[config.mk]
export PLATFORM = sky130hd
export DESIGN_NAME = resolver_health_mon
export DESIGN_NICKNAME = d
export VERILOG_FILES = /design/src/rtl/rhm_pkg.sv /design/src/rtl/rhm_square_stage.sv /design/src/rtl/rhm_window_cmp.sv /design/src/rtl/rhm_persist_flag.sv /design/src/rtl/resolver_health_mon.sv
export SDC_FILE = /design/constraint.sdc
export NUM_CORES = 1
export LEC_CHECK = 0
export BUFFER_PORTS_ARGS = -buffer_cell sky130_fd_sc_hd__buf_2
export CAP_MARGIN = 15
export CORE_ASPECT_RATIO = 1.4
export CORE_MARGIN = 5
export CORE_UTILIZATION = 45
export CTS_CLUSTER_SIZE = 20
export DETAILED_ROUTE_END_ITERATION = 12
export GPL_TIMING_DRIVEN = 0
export PLACE_DENSITY_LB_ADDON = 0.3
export SKIP_CTS_REPAIR_TIMING = 1
export SLEW_MARGIN = 20
export SYNTH_ARGS = -nofsm -noshare
export SYNTH_HDL_FRONTEND = slang
export SYNTH_SLANG_ARGS = --single-unit
[constraint.sdc]
create_clock -name clk -period 11.7 [get_ports clk]
set_input_delay 3.51 -clock clk [delete_from_list [all_inputs] [get_ports clk]]
set_output_delay 3.51 -clock clk [all_outputs]
set_load 0.02 [all_outputs]
[src/rtl/rhm_pkg.sv]
package rhm_pkg;
  // Index of each supervised check inside the alarm vector
  localparam int KIND_AMP  = 0;
  localparam int KIND_LOOP = 1;
  localparam int N_KINDS   = 2;

  function automatic int sq_width(input int sig_w);
    return 2 * sig_w;
  endfunction
endpackage

[src/rtl/rhm_square_stage.sv]
module rhm_square_stage #(
  parameter int SIG_W = 8,
  parameter int ERR_W = 8,
  localparam int SQ_W = rhm_pkg::sq_width(SIG_W)
) (
  input  logic                    clk,
  input  logic                    rst_n,
  input  logic                    take,
  input  logic signed [SIG_W-1:0] sin_in,
  input  logic signed [SIG_W-1:0] cos_in,
  input  logic signed [ERR_W-1:0] err_in,
  output logic                    s1_valid,
  output logic [SQ_W-1:0]         s1_sum,
  output logic [ERR_W-2:0]        s1_mag
);
  localparam logic [ERR_W-1:0] ERR_MIN = {1'b1, {(ERR_W-1){1'b0}}};
  localparam logic [ERR_W-2:0] MAG_MAX = {(ERR_W-1){1'b1}};

  logic signed [SQ_W-1:0] sin_x, cos_x, p_sin, p_cos;
  logic [SQ_W-1:0]        sum_c;
  logic [ERR_W-1:0]       neg_e;
  logic [ERR_W-2:0]       mag_c;

  // Sign-extend first so the product is computed at full width
  assign sin_x = {{SIG_W{sin_in[SIG_W-1]}}, sin_in};
  assign cos_x = {{SIG_W{cos_in[SIG_W-1]}}, cos_in};
  assign p_sin = sin_x * sin_x;
  assign p_cos = cos_x * cos_x;
  assign sum_c = p_sin + p_cos;

  assign neg_e = -err_in;

  always_comb begin
    if (err_in == ERR_MIN)       mag_c = MAG_MAX;
    else if (err_in[ERR_W-1])    mag_c = neg_e[ERR_W-2:0];
    else                         mag_c = err_in[ERR_W-2:0];
  end

  always_ff @(posedge clk) begin
    if (!rst_n) begin
      s1_valid <= 1'b0;
      s1_sum   <= '0;
      s1_mag   <= '0;
    end else begin
      s1_valid <= take;
      if (take) begin
        s1_sum <= sum_c;
        s1_mag <= mag_c;
      end
    end
  end
endmodule

[src/rtl/rhm_window_cmp.sv]
module rhm_window_cmp #(
  parameter int SQ_W = 16
) (
  input  logic [SQ_W-1:0] sum,
  input  logic [SQ_W-1:0] nominal,
  input  logic [SQ_W-1:0] tol,
  output logic            outside
);
  logic [SQ_W:0] sum_w, nom_w, tol_w;
  logic          above_lo, below_hi;

  assign sum_w = {1'b0, sum};
  assign nom_w = {1'b0, nominal};
  assign tol_w = {1'b0, tol};

  // One extra bit keeps nominal+tol and sum+tol from wrapping
  assign above_lo = (sum_w + tol_w) >= nom_w;
  assign below_hi = sum_w <= (nom_w + tol_w);
  assign outside  = !(above_lo && below_hi);
endmodule

[src/rtl/rhm_persist_flag.sv]
module rhm_persist_flag #(
  parameter int CNT_W = 4
) (
  input  logic             clk,
  input  logic             rst_n,
  input  logic             upd,
  input  logic             bad,
  input  logic [CNT_W-1:0] persist,
  input  logic             clr,
  output logic             flag
);
  logic [CNT_W-1:0] run_q, run_inc, need;

  assign need    = (persist == '0) ? CNT_W'(1) : persist;
  assign run_inc = (run_q == {CNT_W{1'b1}}) ? run_q : run_q + CNT_W'(1);

  always_ff @(posedge clk) begin
    if (!rst_n) begin
      run_q <= '0;
      flag  <= 1'b0;
    end else if (clr) begin
      run_q <= '0;
      flag  <= 1'b0;
    end else if (upd) begin
      if (bad) begin
        run_q <= run_inc;
        if (run_inc >= need) flag <= 1'b1;
      end else begin
        run_q <= '0;
      end
    end
  end
endmodule

[src/rtl/resolver_health_mon.sv]
module resolver_health_mon #(
  parameter int SIG_W = 8,
  parameter int ERR_W = 8,
  parameter int CNT_W = 4,
  localparam int SQ_W = rhm_pkg::sq_width(SIG_W)
) (
  input  logic                    clk,
  input  logic                    rst_n,
  input  logic                    smp_valid,
  output logic                    smp_ready,
  input  logic signed [SIG_W-1:0] smp_sin,
  input  logic signed [SIG_W-1:0] smp_cos,
  input  logic signed [ERR_W-1:0] smp_err,
  input  logic [SQ_W-1:0]         cfg_nominal,
  input  logic [SQ_W-1:0]         cfg_tol,
  input  logic [ERR_W-2:0]        cfg_err_limit,
  input  logic [CNT_W-1:0]        cfg_persist,
  input  logic                    clr_faults,
  output logic                    amp_fault,
  output logic                    loop_fault
);
  logic                    rdy_q;
  logic                    take;
  logic                    s1_valid;
  logic [SQ_W-1:0]         s1_sum;
  logic [ERR_W-2:0]        s1_mag;
  logic [rhm_pkg::N_KINDS-1:0] bad_v, flag_v;

  always_ff @(posedge clk) begin
    if (!rst_n) rdy_q <= 1'b0;
    else        rdy_q <= 1'b1;
  end

  assign smp_ready = rdy_q;
  assign take      = smp_valid && rdy_q;

  rhm_square_stage #(.SIG_W(SIG_W), .ERR_W(ERR_W)) u_sq (
    .clk(clk), .rst_n(rst_n), .take(take),
    .sin_in(smp_sin), .cos_in(smp_cos), .err_in(smp_err),
    .s1_valid(s1_valid), .s1_sum(s1_sum), .s1_mag(s1_mag)
  );

  rhm_window_cmp #(.SQ_W(SQ_W)) u_win (
    .sum(s1_sum), .nominal(cfg_nominal), .tol(cfg_tol),
    .outside(bad_v[rhm_pkg::KIND_AMP])
  );

  assign bad_v[rhm_pkg::KIND_LOOP] = s1_mag > cfg_err_limit;

  for (genvar k = 0; k < rhm_pkg::N_KINDS; k++) begin : g_alarm
    rhm_persist_flag #(.CNT_W(CNT_W)) u_pf (
      .clk(clk), .rst_n(rst_n), .upd(s1_valid), .bad(bad_v[k]),
      .persist(cfg_persist), .clr(clr_faults), .flag(flag_v[k])
    );
  end

  assign amp_fault  = flag_v[rhm_pkg::KIND_AMP];
  assign loop_fault = flag_v[rhm_pkg::KIND_LOOP];
endmodule

==> impl_metrics.prom <==
# TYPE chip_impl_metric gauge
chip_impl_info{name="run_status",value="finished, final reports clean"} 1
chip_impl_info{name="cts_root_buffer",value="clkbuf_16"} 1
chip_impl_metric{name="layout-drive-gt1-share",unit="%"} 8.272
chip_impl_metric{name="fp.dieArea",unit="um2"} 21860
chip_impl_metric{name="r2r.worst_path.cells",unit=""} 16
chip_impl_metric{name="min_period_over_period",unit="%"} 77.79
chip_impl_metric{name="total_nets_after_synthesis",unit=""} 1333
chip_impl_metric{name="cap_viol_max_count",unit=""} 0
chip_impl_metric{name="worst-slew-pin-transition",unit="ns"} 0.5902
chip_impl_metric{name="via_count_of_the_first_global_routing_pass",unit=""} 7189
chip_impl_info{name="regToRegStartpoint",value="u_sq.s1_sum[1]"} 1
chip_impl_metric{name="clock_tree.htree_level_count",unit=""} 2
chip_impl_metric{name="n_antenna_cell",unit=""} 0
chip_impl_metric{name="initial_utilization",unit="%"} 45.88
chip_impl_info{name="worst_hold_path_endpoint",value="g_alarm[0].u_pf.flag"} 1
chip_impl_metric{name="ys_seq_elements",unit=""} 35
chip_impl_metric{name="timing.final.setup_violations",unit=""} 0
chip_impl_metric{name="power-per-cell-area",unit="nW/um2"} 253.6
chip_impl_metric{name="vias_per_cell",unit=""} 5.094
chip_impl_metric{name="cts.clk_slew.worst_paths",unit="ns"} 0.06
chip_impl_metric{name="netlist_area",unit="um2"} 8536
chip_impl_metric{name="final_net_count",unit=""} 1410
chip_impl_metric{name="portBuffers",unit=""} 70
chip_impl_info{name="critical_path.startpoint_type",value="primary input"} 1
chip_impl_info{name="critical_path_class",value="in -> reg"} 1
chip_impl_metric{name="clockBufferDepth",unit=""} 2
chip_impl_metric{name="placeableCoreArea",unit="um2"} 18600
chip_impl_metric{name="synth-edff-count",unit=""} 0
chip_impl_metric{name="die_width",unit="um"} 126.4
chip_impl_metric{name="grt_pass1_wl",unit="um"} 31630
chip_impl_info{name="commonest_cells_after_routing_fill_and_taps_aside",value="207 x inv_1, 137 x ha_1, 115 x fa_1"} 1
chip_impl_metric{name="post-dp-hpwl",unit="um"} 16550
chip_impl_info{name="hp-class",value="reg -> reg"} 1
chip_impl_info{name="clock_tree_from_tritoncts",value="yes"} 1
chip_impl_metric{name="power_leakage",unit="uW"} 0.004881
chip_impl_metric{name="timing.max_slew.rel_slack",unit="%"} 60.65
chip_impl_metric{name="dieHeight",unit="um"} 173.0
chip_impl_metric{name="drt_iter0_drc",unit=""} 201
chip_impl_metric{name="wl",unit="um"} 18180
chip_impl_info{name="worstSetupEndpointType",value="flip-flop"} 1
chip_impl_metric{name="grt_overflow_total",unit=""} 0
chip_impl_metric{name="synth_unique_cells",unit=""} 53
chip_impl_metric{name="yosys_warnings",unit=""} 0
chip_impl_info{name="grt_setup_unrepaired",value="false"} 1
chip_impl_metric{name="achievable-frequency",unit="GHz"} 0.1099
chip_impl_metric{name="io-pin-count",unit=""} 74
chip_impl_metric{name="postSynthAreaPerCell",unit="um2"} 8.451
chip_impl_metric{name="final_antenna_net_count",unit=""} 0
chip_impl_metric{name="timing.final.max_slew_violations",unit=""} 0
chip_impl_metric{name="ys_async_sr_fraction",unit="%"} 0
chip_impl_metric{name="drc",unit=""} 0
chip_impl_info{name="rr_endpoint",value="g_alarm[0].u_pf.run_q[3]"} 1
chip_impl_metric{name="path_max_fanout",unit=""} 10
chip_impl_metric{name="fin_crit",unit="ns"} 9.101
chip_impl_metric{name="layout.core_utilization",unit="%"} 50.32
chip_impl_metric{name="vias",unit=""} 6785
chip_impl_metric{name="num_rows",unit=""} 59
chip_impl_info{name="final_common_cell",value="inv_1"} 1
chip_impl_metric{name="grtUsageTotal",unit="%"} 17.18
chip_impl_metric{name="synth.yosys.seq_area_share",unit="%"} 8.209
chip_impl_metric{name="postSynthCellCount",unit=""} 1010
chip_impl_metric{name="post_drt_wl_per_cell",unit="um"} 13.65
chip_impl_metric{name="cp.arrival",unit="ns"} 9.33
chip_impl_metric{name="grt_antenna_before_repair",unit=""} 0
chip_impl_metric{name="post_route_setup_tns",unit="ns"} 0
chip_impl_metric{name="largest_net_degree_at_the_start_of_global_routing",unit=""} 13
chip_impl_metric{name="area_delta_synth_final",unit="%"} 9.660
chip_impl_metric{name="hold_depth",unit=""} 2
chip_impl_metric{name="insertion_delay",unit="ns"} 0.29
chip_impl_metric{name="tritoncts.num_buffers",unit=""} 5
chip_impl_metric{name="numClockSinks",unit=""} 35
chip_impl_info{name="hp-start",value="g_alarm[0].u_pf.flag"} 1
chip_impl_metric{name="report.final.hold_viol_count",unit=""} 0
chip_impl_metric{name="gpl.final_weighted_congestion",unit=""} 0.8186
chip_impl_metric{name="rrSetupSlack",unit="ns"} 8.05
chip_impl_metric{name="timing.critical_path.required",unit="ns"} 11.93
chip_impl_metric{name="first_pass_drt_iterations",unit=""} 4
chip_impl_metric{name="vdd.ir_drop.worst",unit="mV"} 0.1770
chip_impl_info{name="synthFlopType",value="dfxtp_1"} 1
chip_impl_metric{name="clock-skew-final",unit="ns"} 0.005315
-- cells by family after synthesis --
group / Yosys count / synth area share (%)
compound gates: 172 / 13.19
xor+xnor: 60 / 6.318
fa+ha+maj: 252 / 47.05
buf+inv: 221 / 9.763
flops: 35 / 8.209
mux: 4 / 0.4837
simple gates: 266 / 14.98
-- worst max-delay path: stages --
cell and delay [ns]:
buf_2 0.18, clkbuf_1 0.39, nand2_1 0.23, inv_1 0.33, fa_1 0.50, fa_1 0.52, fa_1 0.58, fa_1 0.43
fa_1 0.49, inv_1 0.06, fa_1 0.53, inv_1 0.04, ha_1 0.34, nor3_1 0.19, nor2_1 0.07, o41a_1 0.14
a211oi_1 0.32, nor4_1 0.12, o31ai_1 0.22, and2_1 0.14
-- cell usage after synthesis (4+ instances only) --
cell type  number  area share (%)
o21a_1          9            0.79
o31ai_1        10            0.88
fa_1          115              27
o21bai_1        4            0.35
nand2_1        85             3.7
nor2b_1        15             1.1
nand2b_1       11            0.81
a211oi_1        8            0.70
ha_1          137              20
nor3_1         18             1.1
and3_1          6            0.44
nor4_1          4            0.29
a211o_1         4            0.41
clkbuf_1       11            0.48
xor2_1         24             2.5
nor2_1         52             2.3
o21ai_0        35             2.1
xnor2_1        35             3.6
a31oi_1        11            0.81
o211ai_1        4            0.35
a21boi_0        7            0.62
or3_1           5            0.37
a21oi_1        43             2.5
nand3_1        24             1.4
a21o_1         15             1.3
and2_1         31             2.3
inv_1         207             9.1
dfxtp_1        35             8.2
nand4_1         7            0.51
-- area by class of cell --
cell class | count | area [um2]
Buffer | 14 | 56.30
Clock buffer | 5 | 125.1
Clock inverter | 3 | 43.79
Fill cell | 1835 | 9243
Inverter | 207 | 777.0
Multi-Input combinational cell | 754 | 7002
Sequential cell | 35 | 700.7
Tap cell | 244 | 305.3
Timing Repair Buffer | 70 | 350.3
-- how the worst max path moves through the flow --
| stage | from | endpoint | slack [ns] | cells past startpoint |
|---|---|---|---|---|
| 3_3_place_gp | smp_cos[7] | u_sq.s1_sum[15] | 2.32 | 20 |
| 5_1_grt | smp_cos[7] | u_sq.s1_sum[15] | 2.25 | 20 |
| 6_report | smp_cos[7] | u_sq.s1_sum[15] | 2.60 | 20 |
| 3_5_place_dp | smp_cos[7] | u_sq.s1_sum[15] | 2.23 | 20 |
| 4_1_cts | smp_cos[7] | u_sq.s1_sum[15] | 2.54 | 20 |
| 2_1_floorplan | smp_sin[4] | u_sq.s1_sum[15] | 3.03 | 19 |
-- through the flow --
step,total power (uW),setup slack (ns),cells,hold WS [ns],cell area (um2)
after CTS,2414,2.542,1332,0.4676,9360
after global placement,2202,2.324,1324,0.4504,9191
final,2374,2.599,1332,0.4617,9360
after global routing,2728,2.248,1332,0.4892,9360
after floorplan,1841,3.028,1010,0.4447,8536
after detailed placement,2248,2.234,1324,0.4556,9191
-- per-layer routing --
metal	vias up	share of wire, %	track usage, %
met2	92	54	33.15
met4	0	2.8	5.814
li1	3450	-	-
met1	3211	41	19.64
met3	32	2.2	1.173
met5	-	0	0
-- flip-flops by register name, summed over array words and instances (netlist names) --
name and count:
g_alarm.u_pf.run_q 8, g_alarm.u_pf.flag 2, u_sq.s1_valid 1, u_sq.s1_sum 16
smp_ready 1, u_sq.s1_mag 7
-- power by group --
part | switching [uW] | internal [uW] | total, uW | leakage [uW]
clock | 52.0 | 100 | 152 | 0.0000838
sequential | 11.6 | 135 | 147 | 0.000286
combinational | 1130 | 942 | 2080 | 0.00451
Note: power is estimated with default switching activity, not from simulation.
